**config.mk**
```make
export PLATFORM = sky130hd
export DESIGN_NAME = subword_bus_steer
export DESIGN_NICKNAME = d
export VERILOG_FILES = /design/src/rtl/bsteer_pkg.sv /design/src/rtl/bsteer_lane.sv /design/src/rtl/bsteer_extend.sv /design/src/rtl/subword_bus_steer.sv
export SDC_FILE = /design/constraint.sdc
export NUM_CORES = 1
export LEC_CHECK = 0
export CAP_MARGIN = 10
export CORE_ASPECT_RATIO = 1.4
export CORE_MARGIN = 5
export CORE_UTILIZATION = 23
export CTS_CLUSTER_SIZE = 40
export DETAILED_ROUTE_END_ITERATION = 6
export PLACE_DENSITY = 0.4
export SETUP_SLACK_MARGIN = 0.05
export SLEW_MARGIN = 40
export SYNTH_ARGS = -nofsm -noshare
export SYNTH_HDL_FRONTEND = slang
export SYNTH_SLANG_ARGS = --single-unit
```
**constraint.sdc**
```tcl
create_clock -name clk -period 6.2 [get_ports clk]
set_clock_uncertainty 0.05 [all_clocks]
set_input_delay 1.24 -clock clk [delete_from_list [all_inputs] [get_ports clk]]
set_output_delay 1.24 -clock clk [all_outputs]
set_load 0.01 [all_outputs]
```
**src/rtl/bsteer_pkg.sv**
```systemverilog
package bsteer_pkg;
  typedef enum logic [2:0] {
    SZ_BYTE  = 3'd0,
    SZ_HALF  = 3'd1,
    SZ_WORD  = 3'd2,
    SZ_DWORD = 3'd3
  } size_e;

  typedef enum logic [2:0] {
    ST_IDLE,
    ST_RD,      // single read (load or first step of read-modify-write)
    ST_RD_HI,   // doubleword load, upper word
    ST_RD_LO,   // doubleword load, lower word
    ST_WR_HI,   // doubleword store, upper word
    ST_WR       // final write of any store
  } state_e;
endpackage

```
**src/rtl/bsteer_lane.sv**
```systemverilog
// Lane selection, extraction and merge for byte/halfword accesses.
module bsteer_lane #(
  parameter int BUS_W = 32
) (
  input  logic [$clog2(BUS_W/8)-1:0] off,
  input  logic                       be,
  input  logic                       half,
  input  logic [BUS_W-1:0]           rdata,
  input  logic [15:0]                wsub,
  output logic [15:0]                ext,
  output logic [BUS_W-1:0]           merged
);
  localparam int LANE_W = $clog2(BUS_W/8);
  localparam int SH_W   = LANE_W + 3;

  logic [LANE_W-1:0] flip;
  logic [LANE_W-1:0] lane;
  logic [SH_W-1:0]   shift;
  logic [BUS_W-1:0]  fmask;
  logic [BUS_W-1:0]  lmask;
  logic [BUS_W-1:0]  shifted;

  always_comb begin
    // big-endian flips all lane bits for bytes, all but bit 0 for halfwords
    flip    = {LANE_W{be}} & ~{{(LANE_W-1){1'b0}}, half};
    lane    = off ^ flip;
    shift   = {lane, 3'b000};
    fmask   = half ? BUS_W'(16'hFFFF) : BUS_W'(16'h00FF);
    lmask   = fmask << shift;
    shifted = rdata >> shift;
    ext     = shifted[15:0] & fmask[15:0];
    merged  = (rdata & ~lmask) | ((BUS_W'(wsub) << shift) & lmask);
  end
endmodule

```
**src/rtl/bsteer_extend.sv**
```systemverilog
// Sign or zero extension of load data to the full result width.
module bsteer_extend
  import bsteer_pkg::*;
#(
  parameter int BUS_W = 32
) (
  input  logic [2:0]         size,
  input  logic               sgn,
  input  logic [BUS_W-1:0]   raw,
  output logic [2*BUS_W-1:0] res
);
  localparam int RES_W = 2 * BUS_W;

  always_comb begin
    if (size == SZ_BYTE)
      res = {{(RES_W-8){sgn & raw[7]}}, raw[7:0]};
    else if (size == SZ_HALF)
      res = {{(RES_W-16){sgn & raw[15]}}, raw[15:0]};
    else
      res = {{BUS_W{sgn & raw[BUS_W-1]}}, raw};
  end
endmodule

```
**src/rtl/subword_bus_steer.sv**
```systemverilog
module subword_bus_steer
  import bsteer_pkg::*;
#(
  parameter int ADDR_W = 32,
  parameter int OFF_W  = 16,
  parameter int BUS_W  = 32
) (
  input  logic                 clk,
  input  logic                 rst,
  input  logic                 req_valid,
  input  logic                 req_store,
  input  logic [2:0]           req_size,
  input  logic                 req_signed,
  input  logic                 big_endian,
  input  logic [ADDR_W-1:0]    req_base,
  input  logic [OFF_W-1:0]     req_offset,
  input  logic [2*BUS_W-1:0]   req_wdata,
  output logic                 busy,
  output logic                 ld_valid,
  output logic [2*BUS_W-1:0]   ld_data,
  output logic                 err,
  output logic                 bus_req,
  output logic                 bus_we,
  output logic [ADDR_W-1:0]    bus_addr,
  output logic [BUS_W-1:0]     bus_wdata,
  input  logic [BUS_W-1:0]     bus_rdata,
  input  logic                 bus_ready
);
  localparam int DATA_W = 2 * BUS_W;
  localparam int LANE_W = $clog2(BUS_W/8);
  localparam int STEP   = BUS_W / 8;

  state_e             state;
  logic [2:0]         size_q;
  logic               sgn_q, be_q, store_q;
  logic [LANE_W-1:0]  off_q;
  logic [DATA_W-1:0]  wd_q;
  logic [BUS_W-1:0]   hi_q;

  logic [ADDR_W-1:0]  ea;
  logic [ADDR_W-1:0]  ea_aligned;
  logic               xfer;
  logic [15:0]        lane_ext;
  logic [BUS_W-1:0]   lane_merged;
  logic [BUS_W-1:0]   ext_raw;
  logic [DATA_W-1:0]  ext_res;

  assign ea         = req_base + {{(ADDR_W-OFF_W){req_offset[OFF_W-1]}}, req_offset};
  assign ea_aligned = {ea[ADDR_W-1:LANE_W], {LANE_W{1'b0}}};
  assign xfer       = bus_req & bus_ready;
  assign busy       = (state != ST_IDLE);
  assign ext_raw    = (size_q == SZ_WORD) ? bus_rdata : {{(BUS_W-16){1'b0}}, lane_ext};

  bsteer_lane #(.BUS_W(BUS_W)) u_lane (
    .off    (off_q),
    .be     (be_q),
    .half   (size_q == SZ_HALF),
    .rdata  (bus_rdata),
    .wsub   (wd_q[15:0]),
    .ext    (lane_ext),
    .merged (lane_merged)
  );

  bsteer_extend #(.BUS_W(BUS_W)) u_ext (
    .size (size_q),
    .sgn  (sgn_q),
    .raw  (ext_raw),
    .res  (ext_res)
  );

  always_ff @(posedge clk) begin
    if (rst) begin
      state     <= ST_IDLE;
      size_q    <= '0;
      sgn_q     <= 1'b0;
      be_q      <= 1'b0;
      store_q   <= 1'b0;
      off_q     <= '0;
      wd_q      <= '0;
      hi_q      <= '0;
      ld_valid  <= 1'b0;
      ld_data   <= '0;
      err       <= 1'b0;
      bus_req   <= 1'b0;
      bus_we    <= 1'b0;
      bus_addr  <= '0;
      bus_wdata <= '0;
    end else begin
      ld_valid <= 1'b0;
      err      <= 1'b0;
      case (state)
        ST_IDLE: begin
          if (req_valid) begin
            size_q  <= req_size;
            sgn_q   <= req_signed;
            be_q    <= big_endian;
            store_q <= req_store;
            off_q   <= ea[LANE_W-1:0];
            wd_q    <= req_wdata;
            case (req_size)
              SZ_BYTE, SZ_HALF: begin
                bus_addr <= ea_aligned;
                bus_req  <= 1'b1;
                bus_we   <= 1'b0;
                state    <= ST_RD;
              end
              SZ_WORD: begin
                bus_addr  <= ea;
                bus_req   <= 1'b1;
                bus_we    <= req_store;
                bus_wdata <= req_wdata[BUS_W-1:0];
                state     <= req_store ? ST_WR : ST_RD;
              end
              SZ_DWORD: begin
                bus_addr  <= ea;
                bus_req   <= 1'b1;
                bus_we    <= req_store;
                bus_wdata <= req_wdata[DATA_W-1:BUS_W];
                state     <= req_store ? ST_WR_HI : ST_RD_HI;
              end
              default: err <= 1'b1;
            endcase
          end
        end
        ST_RD: if (xfer) begin
          if (store_q) begin
            bus_we    <= 1'b1;
            bus_wdata <= lane_merged;
            state     <= ST_WR;
          end else begin
            ld_data  <= ext_res;
            ld_valid <= 1'b1;
            bus_req  <= 1'b0;
            state    <= ST_IDLE;
          end
        end
        ST_RD_HI: if (xfer) begin
          hi_q     <= bus_rdata;
          bus_addr <= bus_addr + ADDR_W'(STEP);
          state    <= ST_RD_LO;
        end
        ST_RD_LO: if (xfer) begin
          ld_data  <= {hi_q, bus_rdata};
          ld_valid <= 1'b1;
          bus_req  <= 1'b0;
          state    <= ST_IDLE;
        end
        ST_WR_HI: if (xfer) begin
          bus_addr  <= bus_addr + ADDR_W'(STEP);
          bus_wdata <= wd_q[BUS_W-1:0];
          state     <= ST_WR;
        end
        ST_WR: if (xfer) begin
          bus_req <= 1'b0;
          bus_we  <= 1'b0;
          state   <= ST_IDLE;
        end
        default: state <= ST_IDLE;
      endcase
    end
  end
endmodule

```
### Word level (Yosys, flattened, before mapping)

Cells that the tools add are included.

| word-level totals | value |
|---|---|
| flip-flop bits (word level) | 207 |
| latch bits | 0 |
| RAM bits | 0 |
| bits in read-only memories | 0 |
| bits of input ports | 154 |
| output and inout bits | 133 |
| memories | 0 |

| cells by class | value |
|---|---|
| $add $sub $neg | 2 |
| multipliers | 0 |
| divide/modulo/power cells | 0 |
| order comparisons | 0 |
| eq/ne operators | 24 |
| shift operators | 3 |
| mux-type cells | 44 |
| bitwise gates (word level) | 14 |
| reduce and logical (&&, ||, !) cells | 23 |

Operators with widths:

| kind | number |
|---|---|
| 2-to-1 mux 64 bit | 5 |
| 2-to-1 mux 32 bit | 7 |
| case mux 32 bit (2 select lines) | 3 |
| case mux 64 bit (2 select lines) | 1 |
| case mux 32 bit (3 select lines) | 1 |
| bitwise AND 32 bit | 2 |
| adder 32 x 3 -> 32 bit, second input constant | 1 |
| adder 32 bit | 1 |
| NOT 32 bit | 1 |
| OR 32 bit | 1 |
| << shifter 16 x 5 -> 32 bit | 1 |
| << shifter 32 x 5 -> 32 bit | 1 |
| right shift 32 x 5 -> 16 bit | 1 |
| 2-to-1 mux 3 bit | 8 |
| AND reduction 6 bit | 4 |
| inequality test 2 bit, second input constant | 9 |
| bitwise AND 16 bit | 1 |
| 2-to-1 mux 16 bit | 1 |
| == test 3 x 2 -> 1 bit, second input constant | 5 |
| case mux 3 bit (5 select lines) | 1 |
| 2-to-1 mux 1 bit | 12 |
| nonzero test 3 bit | 4 |
| == test 3 x 1 -> 1 bit, second input constant | 3 |
| zero test 3 bit | 3 |
| 19 further kinds | 33 |

### Depth between registers and ports, before layout

Gate-level depths: netlist (run 1).

| logic depth | value |
|---|---|
| depth after elaboration | 13 |
| depth in mapped cells | 13 |
| gate-level depth less buffers | 11 |

### Cells and area by module

From an unflattened synthesis (run 1), not the netlist that was laid out.

| unflattened totals | value |
|---|---|
| cells, all modules | 1,786 |
| area total of the unflattened synthesis | 13,032.5 um^2 |

By module, submodules not included:

| module | times used | cells each | area each (um^2) |
|---|---|---|---|
| subword_bus_steer | 1 | 1,523 | 11,357.1 |
| bsteer_lane | 1 | 163 | 1,008.5 |
| bsteer_extend | 1 | 100 | 666.9 |

### Worst setup path after synthesis (run 1)

No wires, ideal clock.

| timing path | value |
|---|---|
| path kind | input to register |
| start | in req_base[0] |
| end | reg bus_addr[12] |
| arrival | 3.257 ns |
| setup slack | 2.808 ns |
| stages | 11 |
| path through | ha_1 > inv_1 > fa_1 > nand2b_1 > a21oi_1 > o31ai_1 > a21boi_0 > o21a_1 > nor3_1 > or3b_2 > a211oi_1 |

| on the way | value |
|---|---|
| word-level cells in the longest chain between the ends | 4 |

Ends and longest elaborated chain:

| item | RTL line | text |
|---|---|---|
| from (decl) | subword_bus_steer.sv:15 | `input logic [ADDR_W-1:0] req_base,` |
| adder 32 bit | subword_bus_steer.sv:48 | `assign ea = req_base + {{(ADDR_W-OFF_W){req_offset[OFF_W-1]}}, req_offset};` |
| case mux 32 bit (2 select lines) | subword_bus_steer.sv:100 | `case (req_size)` |
| 2-to-1 mux 32 bit | subword_bus_steer.sv:93 | `if (req_valid) begin` |
| case mux 32 bit (2 select lines) | subword_bus_steer.sv:91 | `case (state)` |
| to (signal assigned) | subword_bus_steer.sv:102 | `bus_addr <= ea_aligned;` |
| to (signal assigned) | subword_bus_steer.sv:139 | `bus_addr <= bus_addr + ADDR_W'(STEP);` |
| to (signal assigned) | subword_bus_steer.sv:149 | `bus_addr <= bus_addr + ADDR_W'(STEP);` |
| to (decl) | subword_bus_steer.sv:24 | `output logic [ADDR_W-1:0] bus_addr,` |

No other way between the ends. The select of a mux whose other input is x is not followed.
A chain may end at the register's enable or synchronous reset.

### Worst setup path after layout (run 1)

| timing path | value |
|---|---|
| start | in req_offset[15] |
| end | reg bus_addr[28] |

| on the way | value |
|---|---|
| word-level cells in the longest chain between the ends | 4 |

Ends and longest elaborated chain:

| item | RTL line | text |
|---|---|---|
| from (decl) | subword_bus_steer.sv:16 | `input logic [OFF_W-1:0] req_offset,` |
| adder 32 bit | subword_bus_steer.sv:48 |  |
| case mux 32 bit (2 select lines) | subword_bus_steer.sv:100 |  |
| 2-to-1 mux 32 bit | subword_bus_steer.sv:93 |  |
| case mux 32 bit (2 select lines) | subword_bus_steer.sv:91 |  |

No other way between the ends. The select of a mux whose other input is x is not followed.

==> results by group, run 1 <==
CTS
  • Clock tree from TritonCTS: yes
  • Maximum clock path buffer count: 3
  • Post_cts resized: 0
  • Clock input transition at the sequential cells of the worst setup and hold paths: 60 ps
  • Number of clock sinks seen by CTS: 207
  • Clock latency on the worst-skew pair: 540 ps
  • Hold buffer count at cts: 0
  • CTS HTree Levels: 1
  • Buffer type at the clock tree root: sky130_fd_sc_hd__clkbuf_16
  • Post-CTS Setup Bufs: 0
  • Number of buffers inserted during clock tree synthesis: 24

Floorplanning
  • Starting Density: 0.232
  • Die Span X: 200 um
  • Die Ht: 276 um
  • Die outline area: 55100 sq um
  • Core box area: approximately 50000 sq um
  • Number of placement rows: 97
  • I/O pin count: 287

STA
  • Final setup violation count: 0
  • Least setup slack across all paths after layout: 2350 ps
  • Final hold violations: 0
  • Summed negative setup slack over all endpoints: 0 ps
  • Period utilization: 0.621
  • Fmax: between 0.2 and 0.3 GHz
  • Unrepaired setup endpoints after global routing: false
  • Worst slew margin: 0.432
  • Pins over their slew limit: 0
  • Worst hold-check slack: 394 ps
  • Tightest Pin Transition: 850 ps
  • Min Tclk post-route: 3850 ps

Synth
  • Number of unique standard cell types used by synthesis: 83
  • Yosys warnings: 0
  • Number of flops mapped to enable cells by yosys: 0
  • Avg Inst Size Synth: 7.54 sq um
  • Syn Std Cell Area: between 10000 and 15000 sq um
  • Flip-flop cell with the highest count after synthesis: sky130_fd_sc_hd__dfxtp_1
  • Register bit total from synthesis: 207
  • Synth Net Count: between 1500 and 2000
  • Post-synthesis cell count: approximately 1500
  • Share of synthesized area occupied by flip-flops and latches: 0.357
  • Ys async rst share: 0

Cells and area
  • Area used by multi-input combinational logic: 6940 sq um
  • Area used by sequential logic in the layout: a little over 4000 sq um
  • Share of post-route cells with drive strength above 1: 0.0762
  • Signed area change from the synthesized netlist to the final layout: 36.9%
  • # nets final: 1958
  • Fill cell count: around 5400
  • Commonest cells after routing, fill and taps aside: sky130_fd_sc_hd__nand2_1, sky130_fd_sc_hd__clkdlybuf4s50_1, sky130_fd_sc_hd__dfxtp_1
  • Most frequent standard cell in the layout excluding fill and tap cells: sky130_fd_sc_hd__nand2_1
  • Non-filler instance count after layout: 2430

Worst setup path
  • Bufs and invs on worst path: 1
  • Origin of the critical flop-to-flop path: state[1]
  • Timing endpoint of the critical path: bus_addr[28]
  • Max FO, Critical Path: 17
  • Crit path largest cell delay: 770 ps
  • Reg2reg setup slack: around 2900 ps
  • Worst flop-to-flop path endpoint: bus_addr[31]
  • Critical-path top delay cell: sky130_fd_sc_hd__clkdlybuf4s50_1
  • Path depth of the worst reg2reg path: 9
  • Dominant delay contributor by cell family on the critical path: compound AO/OA/AOI/OAI gates
  • Cell chain of the critical path: clkdlybuf4s50_1, ha_1, a21o_1, a21o_1, a21oi_1, o221ai_1, a21oi_2, o21ai_1, a2111o_1, and3_1
  • Kind of critical path: in2reg
  • Critical Path End Type: register
  • Beginning of the critical path: req_offset[15]
  • Cell seen most often among critical-path stages: sky130_fd_sc_hd__a21o_1
  • Critical Path Source Type: input pin
  • Total stage count of the critical path: 10
  • Critical path arrival: 4240 ps
  • Required time of the critical path: 6590 ps

Place
  • Number of buffers added on ports: 286
  • Worst setup slack before clock tree synthesis: 1750 ps
  • Detailed Place HPWL: between 30000 and 40000 um
  • # placed instances: 2388
  • GP Congestion: 0.811

Flow run
  • Number of max-capacitance violations reported: 0

Detailed routing
  • Routed via count: 12000
  • Number of search-and-repair iterations in the first detailed-routing pass: 5
  • Number of antenna-violating nets in the routed design: 0
  • Routed length per placed instance: 20.7 um
  • Detailed-route DRC error count: 0
  • Routed wire length: 50200 um
  • Post-DR vias/cell: 4.94
  • Starting DRT DRC Count: 572

Global route
  • First-pass GRT wire length: 74700 um
  • Total grt overflow: 0
  • Largest net degree at the start of global routing: 74
  • Number of antenna violations at the first check in global routing: 6
  • Via count of the first global-routing pass: 11800
  • Overall Global Routing Usage: 0.175

Pwr
  • Leakage dissipation: 5.68 nW
  • Design Power: 4.89 mW
  • Total power per unit cell area: 307 nW/um^2
  • Maximum vdd ir drop: 0.173 mV

Min path
  • HP Class: reg2reg

Status
  • Outcome: completed
==> state kept, by name, summed over array words and instances, names as in the netlist, 2 cells and up <==
register,flops
ld_data,64
bus_addr,32
bus_wdata,32
hi_q,32
wd_q,32
size_q,3
state,3
off_q,2
==> Yosys cell counts (7+ instances only) <==
library cell               number  area share
sky130_fd_sc_hd__clkbuf_1      83       0.027
sky130_fd_sc_hd__nand4_1       11      0.0059
sky130_fd_sc_hd__a21oi_1      193       0.083
sky130_fd_sc_hd__nor2_1       148       0.048
sky130_fd_sc_hd__and3_1        10      0.0054
sky130_fd_sc_hd__and2_1         8      0.0043
sky130_fd_sc_hd__nor3_1        25       0.011
sky130_fd_sc_hd__a221oi_1      15       0.011
sky130_fd_sc_hd__dfxtp_1      207        0.36
sky130_fd_sc_hd__xor2_1         9      0.0068
sky130_fd_sc_hd__nand3_1       36       0.016
sky130_fd_sc_hd__xnor2_1       16       0.012
sky130_fd_sc_hd__a221oi_2       8       0.010
sky130_fd_sc_hd__a211oi_1      19       0.012
sky130_fd_sc_hd__a222oi_1       8      0.0069
sky130_fd_sc_hd__nor2b_1        8      0.0043
sky130_fd_sc_hd__ha_1          32       0.034
sky130_fd_sc_hd__mux2_2        32       0.031
sky130_fd_sc_hd__o221ai_1      19       0.014
sky130_fd_sc_hd__mux2i_1       18       0.016
sky130_fd_sc_hd__mux2_4         8       0.010
sky130_fd_sc_hd__a21o_1         8      0.0052
sky130_fd_sc_hd__o21ai_1       24       0.010
sky130_fd_sc_hd__o21ai_0      119       0.051
sky130_fd_sc_hd__nand2b_1       7      0.0038
sky130_fd_sc_hd__a31oi_1       19       0.010
sky130_fd_sc_hd__inv_1         25      0.0081
sky130_fd_sc_hd__a221o_1        7      0.0060
sky130_fd_sc_hd__nand2_1      311        0.10
==> power breakdown <==
group          switching, mW  internal [mW]  leakage [nW]
combinational           1.07          0.710          3.61
sequential             0.165           1.47          1.68
clock                  0.599          0.876         0.397
==> layer usage <==
| metal | global-route usage | vias up | wire length [um] |
|---|---|---|---|
| met4 | 0.0479 | 6 | 1080 |
| met3 | 0.0314 | 61 | 2880 |
| li1 | - | 5963 | - |
| met1 | 0.212 | 5676 | 20400 |
| met5 | 0 | - | 34 |
| met2 | 0.315 | 308 | 25900 |
==> final cells by class <==
| type | count | share of cell area |
|---|---|---|
| clock buffers | 36 | 0.0476 |
| clock inverters | 4 | 0.00299 |
| repair buffers | 310 | 0.195 |
| diodes | 2 | 0.000315 |
| flip-flops and latches | 207 | 0.261 |
| inverters | 25 | 0.00590 |
| multi-input cells | 1203 | 0.437 |
| well taps | 643 | 0.0506 |
==> tightest hold or removal path: stages, from the launching register on <==
cell,delay (ps)
sky130_fd_sc_hd__dfxtp_1,310
sky130_fd_sc_hd__nand2_1,50
sky130_fd_sc_hd__o21ai_1,50
==> worst min path at each step <==
stage | startpoint | endpoint | slack (ps) | cells after the start
after floorplan | hi_q[31] | hi_q[31] | 390 | 2
after global placement | ld_data[32] | ld_data[32] | 390 | 2
after detailed placement | ld_data[32] | ld_data[32] | 390 | 2
after CTS | ld_data[51] | ld_data[51] | 400 | 2
after global routing | hi_q[9] | hi_q[9] | 420 | 2
final | ld_data[34] | ld_data[34] | 390 | 2
==> per-stage QoR <==
step,utilization,cell area (sq um)
after floorplan,-,11600
after global routing,0.318,15900
after global placement,0.300,15000
after detailed placement,0.302,15100
final,0.318,15900
after CTS,0.318,15900
==> logic make-up after synthesis <==
kind of cell,Yosys count,share of synthesized area
simple gates,592,0.219
compound gates,495,0.264
flops,207,0.357
buf+inv,130,0.0481
mux,58,0.0569
fa+ha+maj,33,0.0362
xor+xnor,25,0.0189
No activity file was read; power rests on OpenSTA's default activity.
==> inputs of run 2 (changes only) <==
- PLACE_DENSITY: 0.4 -> 0.42
- clock period: 6.2 -> 3.2 ns (I/O delays scaled with it)
==> run 2 against run 1 <==
  * Worst setup slack lost 2100 ps
  * Via count grew 2.5%
  * Wire length up 0.85%
  * Total power up 98%
  * Final cell count up 3.5%
==> results by group, run 2 (synthesis results as in run 1) <==
Cells and area
  • Most frequent standard cell in the layout excluding fill and tap cells: sky130_fd_sc_hd__nand2_1
  • Share of post-route cells with drive strength above 1: 0.115 (+0.0386)
  • Commonest cells after routing, fill and taps aside: sky130_fd_sc_hd__nand2_1, sky130_fd_sc_hd__clkdlybuf4s50_1, sky130_fd_sc_hd__dfxtp_1
  • Signed area change from the synthesized netlist to the final layout: 42.4%
  • Final instance area: 16500 sq um (+4.0%)
  • Final design utilization: 0.331 (+0.0128)
  • Largest register by flop count: ld_data
  • # nets final: 2038 (+4.1%)
  • Number of flip-flops under the largest register name: 64 (unchanged)

Floorplanning
  • Core box area: 50000 sq um (unchanged)
  • Number of placement rows: 97 (unchanged)
  • Die Span X: 200 um (unchanged)
  • Die outline area: 55100 sq um (unchanged)
  • Starting Density: 0.232 (unchanged)
  • Die Ht: 276 um (unchanged)
  • I/O pin count: 287 (unchanged)

CTS
  • Clock latency on the worst-skew pair: 540 ps (about the same)
  • Post-CTS Setup Bufs: 0 (unchanged)
  • Number of clock sinks seen by CTS: 207 (unchanged)
  • Clock tree from TritonCTS: yes
  • Clock input transition at the sequential cells of the worst setup and hold paths: 60 ps (about the same)
  • Buffer type at the clock tree root: sky130_fd_sc_hd__clkbuf_16
  • CTS HTree Levels: 1 (unchanged)
  • Maximum clock path buffer count: 3 (unchanged)
  • Number of buffers inserted during clock tree synthesis: 24 (unchanged)

Place
  • Number of buffers added on ports: 286 (unchanged)
  • Detailed Place HPWL: 38700 um (+3.9%)
  • Worst setup slack before clock tree synthesis: -405 ps (-2150 ps)
  • GP Congestion: 0.843 (+3.9%)
  • DP Area: 15700 sq um (+4.2%)

Worst setup path
  • Kind of critical path: in2reg
  • Critical path arrival: 3360 ps (-880 ps)
  • Required time of the critical path: 3610 ps (-2980 ps)
  • Max FO, Critical Path: 3 (-14)
  • Critical Path End Type: register
  • Critical Path Source Type: input pin

Detailed routing
  • Routed via count: 12300 (+2.5%)
  • Post-DR vias/cell: 4.90 (-0.92%)
  • Detailed-route DRC error count: 0 (unchanged)
  • Number of antenna-violating nets in the routed design: 0 (unchanged)
  • Routed wire length: 50700 um (+0.85%)
  • Routed length per placed instance: 20.2 um (-2.5%)
  • Starting DRT DRC Count: 689 (+20%)
  • Number of search-and-repair iterations in the first detailed-routing pass: 6 (+1)

Global route
  • Via count of the first global-routing pass: 12200 (+2.9%)
  • Number of antenna violations at the first check in global routing: 7 (+1)
  • GRT met2 Usage: 0.317 (+0.00205)
  • Met1 track demand over resource: 0.206 (-0.00616)
  • Overall Global Routing Usage: 0.176 (+0.00116)
  • Total grt overflow: 0 (unchanged)
  • Largest net degree at the start of global routing: 73 (-1.4%)
  • First-pass GRT wire length: 75200 um (+0.73%)
  • M3 GR Usage: 0.0365 (+0.00513)
  • Global routing's busiest layer: met2

Pwr
  • Switching power total: 3.60 mW (+96%)
  • Net switching share of the total power: 0.371 (-0.00350)
  • Total power per unit cell area: 586 nW/um^2 (+91%)
  • Part of the power in combinational logic: 0.376 (+0.012)
  • Share of total power in sequential cells: 0.326 (-0.008)
  • Maximum vdd ir drop: 0.324 mV (+88%)
  • Portion of total power attributed to the clock network: 0.299 (-0.003)
  • Cell-internal power: 6.09 mW (+99%)
  • Leakage dissipation: 6.09 nW (+7.1%)
  • Design Power: 9.69 mW (+98%)

STA
  • Pins over their slew limit: 0 (unchanged)
  • Fmax: between 0.3 and 0.4 GHz
  • Final setup violation count: 0 (unchanged)
  • Unrepaired setup endpoints after global routing: false
  • Period utilization: 0.924
  • Final hold violations: 0 (unchanged)
  • Min Tclk post-route: 2960 ps
  • Tightest Pin Transition: 750 ps (-99.8 ps)
  • Worst slew margin: 0.496 (+0.0639)
  • Least setup slack across all paths after layout: 242 ps (-2110 ps)

Min path
  • HP Class: reg2reg

Flow run
  • Number of max-capacitance violations reported: 0 (unchanged)

Status
  • Outcome: completed
-- run 2: cell count changes in the layout (fill, tap and decap cells not counted), sizes merged --
cell / before / now
buf: 25 / 105
bufinv: 1 / 3
clkbuf: 36 / 33
diode: 2 / 7
-- run 2: cell type report --
type / count / area (sq um)
fillers: 5392 / 33500
clock inverters: 6 / 108
diodes: 7 / 17.5
clock buffers: 33 / 686
repair buffers: 390 / 3730
inverters: 25 / 93.8
flip-flops and latches: 207 / 4140
well taps: 643 / 805
multi-input cells: 1203 / 6950
-- run 2: path summary, 6_finish.rpt --
path                   end     startpoint  slack (ps)  cells past startpoint
max           bus_addr[12]  req_offset[0]         240                     13
min            ld_data[37]    ld_data[37]         390                      2
max reg2reg  bus_wdata[22]      size_q[0]         360                      8
min reg2reg    ld_data[37]    ld_data[37]         390                      2
-- run 2: repair_timing --
action | in CTS | in global routing
gates resized for setup | 0 | 2
hold buffers | 0 | 0
endpoints found under the setup margin | 0 | 3
-- run 2: through the flow --
stage / instances / hold WS (ps) / setup TNS, ps
CTS: 2507 / 397 / 0
finish: 2514 / 394 / 0
global route: 2510 / 418 / 0
global placement: 2468 / 386 / -2460
floorplan: 1540 / 386 / 0
detailed placement: 2468 / 389 / -3290
-- run 2: routing by layer --
metal | up-vias | wire (um)
li1 | 6131 | -
met1 | 5787 | 20100
met2 | 320 | 25900
met3 | 75 | 2980
met4 | 2 | 1670
met5 | - | 20
-- run 2: critical path, cell delays in order --
cell                              delay, ps
sky130_fd_sc_hd__clkdlybuf4s50_1        460
sky130_fd_sc_hd__ha_1                   190
sky130_fd_sc_hd__inv_1                   60
sky130_fd_sc_hd__fa_1                   380
sky130_fd_sc_hd__nand2b_1               190
sky130_fd_sc_hd__a21oi_2                180
sky130_fd_sc_hd__o31ai_1                 80
sky130_fd_sc_hd__buf_4                  150
sky130_fd_sc_hd__a21boi_0               210
sky130_fd_sc_hd__o21a_1                 160
sky130_fd_sc_hd__nor3_1                  40
sky130_fd_sc_hd__or3b_2                 420
sky130_fd_sc_hd__a211oi_1               190
-- run 2: power groups by stage --
stage / sequential, mW / clock, mW / combinational (mW)
after floorplan: 3.16 / 0 / 2.11
after global placement: 3.20 / 0 / 3.63
after detailed placement: 3.21 / 0 / 3.65
after CTS: 3.16 / 2.98 / 3.66
after global routing: 3.20 / 3.11 / 3.98
final: 3.15 / 2.89 / 3.64
